## src/rtl/dmaRegPkg.sv

```systemverilog
package dmaRegPkg;

  localparam int unsigned CH_W   = 2;
  localparam int unsigned NUM_CH = 1 << CH_W;
  localparam int unsigned BUS_W  = 8;
  localparam int unsigned REG_W  = 2 * BUS_W;

  localparam logic [3:0] PORT_CMD     = 4'h8;
  localparam logic [3:0] PORT_REQ     = 4'h9;
  localparam logic [3:0] PORT_MASK1   = 4'hA;
  localparam logic [3:0] PORT_MODE    = 4'hB;
  localparam logic [3:0] PORT_PTRCLR  = 4'hC;
  localparam logic [3:0] PORT_MCLR    = 4'hD;
  localparam logic [3:0] PORT_MASKCLR = 4'hE;
  localparam logic [3:0] PORT_MASKALL = 4'hF;

  typedef enum logic [2:0] {
    RD_NONE,
    RD_ADDR,
    RD_COUNT,
    RD_MASK,
    RD_REQ
  } rdKind_e;

  typedef struct packed {
    logic            wrAddr;
    logic            wrCount;
    logic            hiByte;
    logic [CH_W-1:0] ch;
    logic            wrMode;
    logic            wrCmd;
    logic            wrReq;
    logic            wrMaskOne;
    logic            clrMaskAll;
    logic            masterClr;
    rdKind_e         rdKind;
  } regStb_t;

endpackage

```

## src/rtl/dmaRegCtrl.sv

```systemverilog
module dmaRegCtrl
  import dmaRegPkg::*;
(
  input  logic             clk,
  input  logic             rstN,
  input  logic [3:0]       ioAddr,
  input  logic [BUS_W-1:0] ioWrData,
  input  logic             ioWr,
  input  logic             ioRd,
  output regStb_t          stb
);

  logic byteHi;
  logic chanPort;
  logic access;
  logic ptrClr;

  assign chanPort = (ioAddr[3] == 1'b0);
  assign access   = chanPort && (ioWr || ioRd);
  assign ptrClr   = ioWr && ((ioAddr == PORT_PTRCLR) || (ioAddr == PORT_MCLR));

  // byte pointer: a clear wins over a toggle
  always_ff @(posedge clk or negedge rstN) begin
    if (!rstN) begin
      byteHi <= 1'b0;
    end else if (ptrClr) begin
      byteHi <= 1'b0;
    end else if (access) begin
      byteHi <= ~byteHi;
    end
  end

  always_comb begin
    stb            = '0;
    stb.rdKind     = RD_NONE;
    stb.hiByte     = byteHi;
    stb.ch         = chanPort ? ioAddr[CH_W:1] : ioWrData[CH_W-1:0];
    if (ioWr) begin
      stb.wrAddr     = chanPort && !ioAddr[0];
      stb.wrCount    = chanPort &&  ioAddr[0];
      stb.wrCmd      = (ioAddr == PORT_CMD);
      stb.wrReq      = (ioAddr == PORT_REQ);
      stb.wrMaskOne  = (ioAddr == PORT_MASK1);
      stb.wrMode     = (ioAddr == PORT_MODE);
      stb.masterClr  = (ioAddr == PORT_MCLR);
      stb.clrMaskAll = (ioAddr == PORT_MASKCLR);
    end else if (ioRd) begin
      if (chanPort) begin
        stb.rdKind = ioAddr[0] ? RD_COUNT : RD_ADDR;
      end else if (ioAddr == PORT_MASKALL) begin
        stb.rdKind = RD_MASK;
      end else if (ioAddr == PORT_REQ) begin
        stb.rdKind = RD_REQ;
      end
    end
  end

endmodule

```

## src/rtl/dmaRegData.sv

```systemverilog
module dmaRegData
  import dmaRegPkg::*;
(
  input  logic                    clk,
  input  logic                    rstN,
  input  regStb_t                 stb,
  input  logic [BUS_W-1:0]        wrData,
  input  logic [NUM_CH-1:0]       xferStep,
  output logic [BUS_W-1:0]        rdData,
  output logic [NUM_CH*REG_W-1:0] chAddr,
  output logic [NUM_CH*REG_W-1:0] chCount,
  output logic [NUM_CH*2-1:0]     chType,
  output logic [NUM_CH*2-1:0]     chMode,
  output logic [NUM_CH-1:0]       chEnable,
  output logic [NUM_CH-1:0]       chSwReq,
  output logic [NUM_CH-1:0]       chLast
);

  localparam logic [REG_W-1:0] ONE = REG_W'(1);
  localparam int unsigned DIS_BIT = 2;

  logic [REG_W-1:0]  addrQ  [NUM_CH];
  logic [REG_W-1:0]  countQ [NUM_CH];
  logic [BUS_W-1:0]  cmdQ;
  logic [NUM_CH-1:0] maskQ;
  logic [NUM_CH-1:0] reqQ;
  logic              ctrlOff;

  assign ctrlOff = cmdQ[DIS_BIT];

  always_ff @(posedge clk or negedge rstN) begin
    if (!rstN) begin
      cmdQ <= '0;
    end else if (stb.masterClr) begin
      cmdQ <= '0;
    end else if (stb.wrCmd) begin
      cmdQ <= wrData;
    end
  end

  always_ff @(posedge clk or negedge rstN) begin
    if (!rstN) begin
      maskQ <= '1;
    end else if (stb.masterClr) begin
      maskQ <= '1;
    end else if (stb.clrMaskAll) begin
      maskQ <= '0;
    end else if (stb.wrMaskOne) begin
      maskQ[stb.ch] <= wrData[2];
    end
  end

  always_ff @(posedge clk or negedge rstN) begin
    if (!rstN) begin
      reqQ <= '0;
    end else if (stb.masterClr) begin
      reqQ <= '0;
    end else if (stb.wrReq) begin
      reqQ[stb.ch] <= wrData[2];
    end
  end

  for (genvar c = 0; c < NUM_CH; c++) begin : g_ch
    logic       sel;
    logic       stepOk;
    logic [1:0] typeQ;
    logic [1:0] modeQ;

    assign sel    = (stb.ch == CH_W'(c));
    assign stepOk = xferStep[c] && chEnable[c];

    always_ff @(posedge clk or negedge rstN) begin
      if (!rstN) begin
        addrQ[c] <= '0;
      end else if (stb.masterClr) begin
        addrQ[c] <= '0;
      end else if (stb.wrAddr && sel) begin
        if (stb.hiByte) addrQ[c][BUS_W +: BUS_W] <= wrData;
        else            addrQ[c][0 +: BUS_W]     <= wrData;
      end else if (stepOk) begin
        addrQ[c] <= addrQ[c] + ONE;
      end
    end

    always_ff @(posedge clk or negedge rstN) begin
      if (!rstN) begin
        countQ[c] <= '0;
      end else if (stb.masterClr) begin
        countQ[c] <= '0;
      end else if (stb.wrCount && sel) begin
        if (stb.hiByte) countQ[c][BUS_W +: BUS_W] <= wrData;
        else            countQ[c][0 +: BUS_W]     <= wrData;
      end else if (stepOk) begin
        countQ[c] <= countQ[c] - ONE;
      end
    end

    always_ff @(posedge clk or negedge rstN) begin
      if (!rstN) begin
        typeQ <= '0;
        modeQ <= '0;
      end else if (stb.masterClr) begin
        typeQ <= '0;
        modeQ <= '0;
      end else if (stb.wrMode && sel) begin
        typeQ <= wrData[3:2];
        modeQ <= wrData[7:6];
      end
    end

    assign chAddr[c*REG_W +: REG_W]  = addrQ[c];
    assign chCount[c*REG_W +: REG_W] = countQ[c];
    assign chType[c*2 +: 2]          = typeQ;
    assign chMode[c*2 +: 2]          = modeQ;
    assign chEnable[c]               = !ctrlOff && !maskQ[c];
    assign chLast[c]                 = (countQ[c] == '0);
  end

  assign chSwReq = reqQ;

  always_comb begin
    rdData = '0;
    unique case (stb.rdKind)
      RD_ADDR:  rdData = stb.hiByte ? addrQ[stb.ch][BUS_W +: BUS_W]
                                    : addrQ[stb.ch][0 +: BUS_W];
      RD_COUNT: rdData = stb.hiByte ? countQ[stb.ch][BUS_W +: BUS_W]
                                    : countQ[stb.ch][0 +: BUS_W];
      RD_MASK:  rdData = BUS_W'(maskQ);
      RD_REQ:   rdData = BUS_W'(reqQ);
      default:  rdData = '0;
    endcase
  end

endmodule

```

## src/rtl/dmaRegFront.sv

```systemverilog
module dmaRegFront
  import dmaRegPkg::*;
(
  input  logic                    clk,
  input  logic                    rstN,
  input  logic [3:0]              ioAddr,
  input  logic [BUS_W-1:0]        ioWrData,
  input  logic                    ioWr,
  input  logic                    ioRd,
  output logic [BUS_W-1:0]        ioRdData,
  input  logic [NUM_CH-1:0]       xferStep,
  output logic [NUM_CH*REG_W-1:0] chAddr,
  output logic [NUM_CH*REG_W-1:0] chCount,
  output logic [NUM_CH*2-1:0]     chType,
  output logic [NUM_CH*2-1:0]     chMode,
  output logic [NUM_CH-1:0]       chEnable,
  output logic [NUM_CH-1:0]       chSwReq,
  output logic [NUM_CH-1:0]       chLast
);

  regStb_t stb;

  dmaRegCtrl uCtrl (
    .clk      (clk),
    .rstN     (rstN),
    .ioAddr   (ioAddr),
    .ioWrData (ioWrData),
    .ioWr     (ioWr),
    .ioRd     (ioRd),
    .stb      (stb)
  );

  dmaRegData uData (
    .clk      (clk),
    .rstN     (rstN),
    .stb      (stb),
    .wrData   (ioWrData),
    .xferStep (xferStep),
    .rdData   (ioRdData),
    .chAddr   (chAddr),
    .chCount  (chCount),
    .chType   (chType),
    .chMode   (chMode),
    .chEnable (chEnable),
    .chSwReq  (chSwReq),
    .chLast   (chLast)
  );

endmodule

```

## config.mk

```make
export PLATFORM = sky130hd
export DESIGN_NAME = dmaRegFront
export DESIGN_NICKNAME = d
export VERILOG_FILES = /design/src/rtl/dmaRegPkg.sv /design/src/rtl/dmaRegCtrl.sv /design/src/rtl/dmaRegData.sv /design/src/rtl/dmaRegFront.sv
export SDC_FILE = /design/constraint.sdc
export NUM_CORES = 1
export LEC_CHECK = 0
export BUFFER_PORTS_ARGS = -buffer_cell sky130_fd_sc_hd__buf_4
export CAP_MARGIN = 25
export CORE_UTILIZATION = 62
export CTS_BUF_LIST = sky130_fd_sc_hd__clkbuf_16
export CTS_CLUSTER_SIZE = 12
export DETAILED_ROUTE_END_ITERATION = 16
export GPL_TIMING_DRIVEN = 1
export HOLD_SLACK_MARGIN = 0.08
export PLACE_DENSITY = 0.86
export SYNTH_ARGS = -nofsm -noshare
export SYNTH_HDL_FRONTEND = slang
export SYNTH_SLANG_ARGS = --single-unit
```

## constraint.sdc

```tcl
create_clock -name clk -period 5.5 [get_ports clk]
set_input_delay 1.65 -clock clk [delete_from_list [all_inputs] [get_ports clk]]
set_output_delay 1.65 -clock clk [all_outputs]
set_load 0.01 [all_outputs]
```

======== Word-level counts from Yosys, hierarchy flattened ========
Index checks and enable logic that the tools add are counted.
operators by class
  magnitude comparators ................... 3
  reduce and logical (&&, ||, !) cells .... 70
  equality and inequality tests ........... 31
  add/sub/neg operators ................... 8
  mux-type cells .......................... 73
  bitwise operators ....................... 3
operators with widths
  cell                     count
  $mux W16                 28
  $add A16 B1 Y16 const B  4
  $bmux W16 S2             2
  $logic_not A16 Y1        4
  $sub A16 B1 Y16 const B  4
  $ne A3 B3 Y1 const B     16
  $mux W2                  19
  $eq A4 B4 Y1 const B     8
  $mux W8                  4
  $pmux W8 S4              1
  $reduce_and A2 Y1        16
  $reduce_bool A3 Y1       9
  $logic_and A1 B1 Y1      25
  $mux W3                  7
  $mux W4                  5
  $reduce_bool A2 Y1       7
  $bwmux W4                2
  $eq A3 B2 Y1 const B     2
  $logic_not A1 Y1         6
  $mux W6                  1
  $eq A2 B2 Y1 const B     2
  $eq A3 B1 Y1 const B     1
  $eq A3 B3 Y1 const B     1
  $ge A3 B3 Y1 const B     1
  9 further kinds          13
storage, ports and cells
  register bits after elaboration ......... 156
  output and inout port bits .............. 164
  logic and storage cells ................. 216

======== Depth between registers and ports, before layout ========
  word-level depth ........................ 9
  depth in mapped cells ................... 9
  mapped depth without buffers ............ 7

======== Cells and area by module ========
From an unflattened synthesis, not the netlist that was laid out.
unflattened totals
  cell total of the unflattened synthesis .. 1339
  area total of the unflattened synthesis .. 11250.8 µm²
modules (own cells, without submodules)
  module      cells an instance  seq. area each (µm²)  times used  area an instance (µm²)
  dmaRegData  1306               3833.7                1           11004.3
  dmaRegCtrl  33                 25.0                  1           246.5

======== Least setup slack after synthesis ========
No wires, ideal clock.
  path kind ............................... input port to output port
  start point ............................. input port ioAddr[3]
  end point ............................... output port ioRdData[2]
  arrival ................................. 3.084 ns
  slack ................................... 0.766 ns
  stages on the path ...................... 6
  required time ........................... 3.850 ns
  cell sequence ........................... buf_6 > mux2_4 > buf_6 > a211oi_2 > o21ai_0 > or4_1
between the ends
  cells in the longest elaborated chain, start to end .. 8
RTL lines
  element                                     RTL line           source
  from (decl)                                 dmaRegFront.sv:6   input logic [3:0] ioAddr,
  $eq A4 B4 Y1                                dmaRegCtrl.sv:52   end else if (ioAddr == PORT_REQ) begin
  $mux W3                                     dmaRegCtrl.sv:52
  $mux W3                                     dmaRegCtrl.sv:50   end else if (ioAddr == PORT_MASKALL) begin
  $mux W3                                     dmaRegCtrl.sv:48   if (chanPort) begin
  $mux W3                                     dmaRegCtrl.sv:47   end else if (ioRd) begin
  $mux W3                                     dmaRegCtrl.sv:38   if (ioWr) begin
  $eq A3 B3 Y1, or another cell as far along  dmaRegData.sv:123  unique case (stb.rdKind)
  $pmux W8 S4 *                               dmaRegData.sv:123
  to (decl)                                   dmaRegFront.sv:10  output logic [BUS_W-1:0] ioRdData,
Every way passes the cells marked *; elsewhere a longest branch is shown, timed or not. The select of a mux whose other input is x is not followed.

======== Final worst setup path ========
  start point ............................. input port ioAddr[3]
  end point ............................... output port ioRdData[3]
The elaborated chain is that of the path after synthesis.

==> results.rst <==
.. list-table::
   :header-rows: 1

   * - Metric
     - Value
   * - Async set-reset flop share out of synthesis
     - 100%
   * - Gate power share
     - around 39%
   * - Count of state elements after synthesis
     - approximately 150
   * - Post-synthesis cell count
     - around 1,400
   * - Drt first-iter violations
     - 1,981
   * - Most frequently used cell type in the post-synthesis netlist
     - sky130_fd_sc_hd__o21ai_0
   * - Critical Path Start Type
     - primary input
   * - Layout area overhead
     - 18.6%
   * - Leakage power summed over all cells
     - ~5.6 nW
   * - Minimum clock period
     - around 5.4 ns
   * - Cell with the largest stage delay on the worst path
     - sky130_fd_sc_hd__or4_1
   * - Cell accounting for the most synthesized area
     - sky130_fd_sc_hd__dfrtp_1
   * - Effective utilization at floorplan
     - ~64%
   * - Crit path cell chain
     - buf_4 -> mux2i_2 -> buf_4 -> nand3_1 -> a32o_1 -> or4_1 -> buf_4
   * - Worst-case vdd ir drop
     - between 300 and 400 uV
   * - Average wire per cell in the routed design
     - between 20 and 30 um
   * - Setup-failing EPs final
     - 0
   * - Global-route wire length before repair
     - roughly 70,000 um
   * - Internal
     - between 3 and 4 mW
   * - Longest individual stage delay on the worst path
     - 0.58 ns
   * - Count of buffers inserted at the top-level ports
     - about 180
   * - Fraction of power consumed by sequential logic
     - between 40% and 50%
   * - Number of nets in the layout
     - 1,574
   * - Buffer and inverter count on the worst path
     - 3
   * - Type of element capturing the critical path
     - output port
   * - Switching Share
     - about 46%
   * - Top cell type's share of synthesized area
     - approximately a third
   * - Deepest level of the CTS H-tree
     - 4
   * - Most used flip-flop cell after synthesis
     - sky130_fd_sc_hd__dfrtp_1
   * - Clock sinks
     - roughly 150
   * - Dominant cells by area after synthesis
     - sky130_fd_sc_hd__dfrtp_1 34%, sky130_fd_sc_hd__o21ai_0 8.8%, sky130_fd_sc_hd__nand2_1 6.3%
   * - Netlist Area Pre-Place
     - 0.0111 mm^2
   * - Post-Syn Nets
     - 1,430
   * - 1st-pass router iterations
     - 7
   * - Kind of critical path
     - primary input to output port
   * - Delay-heaviest family, CP
     - simple AND/OR/NAND/NOR gates
   * - Number of primary I/O pins
     - approximately 180
   * - Fin crit share
     - 97.7%
   * - Placeable Area
     - 0.0174 mm^2
   * - Number of violations of the max-capacitance limit
     - 0
   * - Slew margin rel.
     - roughly 28%
   * - Unrepaired setup endpoints after global routing
     - false
   * - Maximum count of clock buffers along a single path
     - 2
   * - Number of different library cells in the post-synthesis netlist
     - 90
   * - Final weighted congestion in routability-driven placement
     - 1.05
   * - Post-route cell area
     - around 0.013 mm^2
   * - CTS tree
     - done
   * - Cell row count
     - 48
   * - Maximum number of pins on one net before global-route repair
     - 87
   * - Clock group share of total power
     - slightly below 20%
   * - Total negative slack
     - 0 ns
   * - Share of post-route cells with drive strength above 1
     - 18.5%
   * - Vias in the first global route
     - 12,000
   * - Class of the tightest hold or removal check
     - register to register
   * - Average footprint of a synthesized cell
     - roughly 7.9 um^2
   * - Fin. max-slew vios
     - 0
   * - Antenna violations before repair
     - 0
   * - Transition time at the pin with the least slew margin
     - between 1 and 1.5 ns
   * - Half-perimeter wire length after detailed placement
     - 32,300 um
   * - CP max FO
     - 17
   * - Fmax achieved
     - roughly 190 MHz
   * - Die ar.
     - approximately 0.018 mm^2
   * - Setup repair bufs after CTS
     - 0
   * - WP data arrival
     - 3.72 ns
   * - Global-route usage over all layers
     - between 40% and 50%
   * - Insertion delay of the later-clocked pin in the worst-skew pair
     - roughly 0.44 ns
   * - Cells resized by post-CTS repair
     - 0
   * - Result of the run
     - finished clean
   * - Clock-pin transition on the worst setup and hold timing paths
     - 0.06 ns
   * - Number of design rule violations left after detail routing
     - 0
   * - Number of antenna diodes
     - 0
   * - Number of hold violations in the final report
     - 0
   * - Count of antenna-violating nets left after detailed routing
     - 0
   * - Maximum clock skew at final layout
     - around 0.015 ns
   * - Number of synthesized flops with an enable pin
     - 0
   * - Vias per cell
     - between 7 and 8
   * - Root buf cell
     - sky130_fd_sc_hd__clkbuf_16
   * - Vias
     - between 10,000 and 15,000
   * - Cell seen most often among critical-path stages
     - sky130_fd_sc_hd__buf_4
   * - P_sw
     - roughly 2.8 mW
   * - Aggregate global routing overflow
     - 0
   * - Required time at the worst-slack endpoint
     - around 3.9 ns
   * - Die boundary width
     - about 140 um
   * - Pwr Total
     - about 6.0 mW
   * - Chip height
     - between 100 and 150 um
   * - Power density normalized to cell area
     - 460 mW/mm^2
   * - Most instantiated cells after synthesis
     - 194 x sky130_fd_sc_hd__o21ai_0, 186 x sky130_fd_sc_hd__nand2_1, 150 x sky130_fd_sc_hd__dfrtp_1, 118 x sky130_fd_sc_hd__nor2_1, 94 x sky130_fd_sc_hd__a21oi_1
   * - Wirelength, routed
     - ~46,000 um
   * - Sequential fraction of the synthesis area
     - 34.9%
   * - Clock buffers created by TritonCTS
     - 17
   * - Placement-stage cell area
     - 0.0126 mm^2
   * - Count of hold buffers inserted by post-cts repair
     - 0
   * - Yosys warnings
     - 0
[power groups by stage]
stage	logic (mW)	clock network (mW)	registers (mW)
after CTS	2.30	1.19	2.41
after floorplan	1.19	0	2.18
after global placement	2.21	0	2.43
after detailed placement	2.28	0	2.42
final	2.34	1.20	2.50
after global routing	2.53	1.23	2.49
[sequential cells by signal, indices dropped and copies added (netlist names)]
register and count:
uData.chAddr 64, uData.chCount 64, uData.g_ch.modeQ 8, uData.g_ch.typeQ 8, uData.chSwReq 4, uData.maskQ 4, uCtrl.byteHi 1, uData.cmdQ 1
[worst reg2reg max path, cell delays in order (launching register included)]
cell	delay [ns]
sky130_fd_sc_hd__dfrtp_1	0.59
sky130_fd_sc_hd__nor3b_2	0.83
sky130_fd_sc_hd__o21ai_0	0.62
sky130_fd_sc_hd__o21ai_0	0.35
sky130_fd_sc_hd__o21ai_0	0.13
[cell type report]
type	instances	area (um^2)
clock buffers	17	425
multi-input cells	1129	6690
clock inverters	15	151
inverters	30	113
well taps	225	282
flip-flops and latches	154	3860
fillers	1264	4230
repair buffers	210	1620
[kinds of logic (layout without fill, tap and decap cells)]
family | after synthesis | in the layout | share of synthesized area (%)
buffers and inverters | 115 | 272 | 4.92
flip-flops | 154 | 154 | 34.9
adder cells (fa/ha/maj) | 12 | 12 | 1.36
multiplexers | 24 | 24 | 2.27
AND/OR/NAND/NOR | 542 | 542 | 24.4
AO/OA/AOI/OAI | 551 | 551 | 32.2
[per-layer routing]
metal  up-vias  wire, um  global-route usage (%)
li1       5551         -                       -
met1      6163     15800                    64.6
met2      1328     19400                    71.6
met3       322      7200                    14.3
met4         0      3360                    30.7
met5         -         0                       0
[per-stage QoR]
stage	hold slack [ns]	utilization, %	instances	setup WS (ns)
after floorplan	0.485	-	1398	0.766
after global placement	0.465	72.3	1747	0.213
after detailed placement	0.472	72.3	1748	0.191
after CTS	0.486	75.7	1780	0.196
after global routing	0.503	75.7	1780	0.0678
final	0.479	75.7	1780	0.127
[cell usage in the layout (no fill, tap or decap), types with 18 or more instances in the layout]
cell type and instances:
sky130_fd_sc_hd__nand2_1 186, sky130_fd_sc_hd__o221ai_1 23, sky130_fd_sc_hd__nor2_1 118, sky130_fd_sc_hd__buf_4 205
sky130_fd_sc_hd__and3_1 29, sky130_fd_sc_hd__inv_1 33, sky130_fd_sc_hd__dfrtp_1 150, sky130_fd_sc_hd__a21oi_1 94
sky130_fd_sc_hd__a22o_1 27, sky130_fd_sc_hd__mux2i_1 19, sky130_fd_sc_hd__a31oi_1 26, sky130_fd_sc_hd__nor3_1 35
sky130_fd_sc_hd__o21ai_0 194, sky130_fd_sc_hd__nor4_1 18, sky130_fd_sc_hd__nand3_1 47
[final timing paths]
check,startpoint,to,slack (ns),cells past startpoint
max in group asynchronous,rstN,uData.chCount[0],3.36,2
max reg2reg,uData.cmdQ[2],uData.chAddr[51],2.83,4
min reg2reg,uData.g_ch[1].modeQ[1],uData.g_ch[1].modeQ[1],0.48,2
max,ioAddr[3],ioRdData[3],0.13,7
min,uData.g_ch[1].modeQ[1],uData.g_ch[1].modeQ[1],0.48,2
min in group asynchronous,rstN,uData.chCount[39],1.20,1
(Power assumes the default switching activity.)
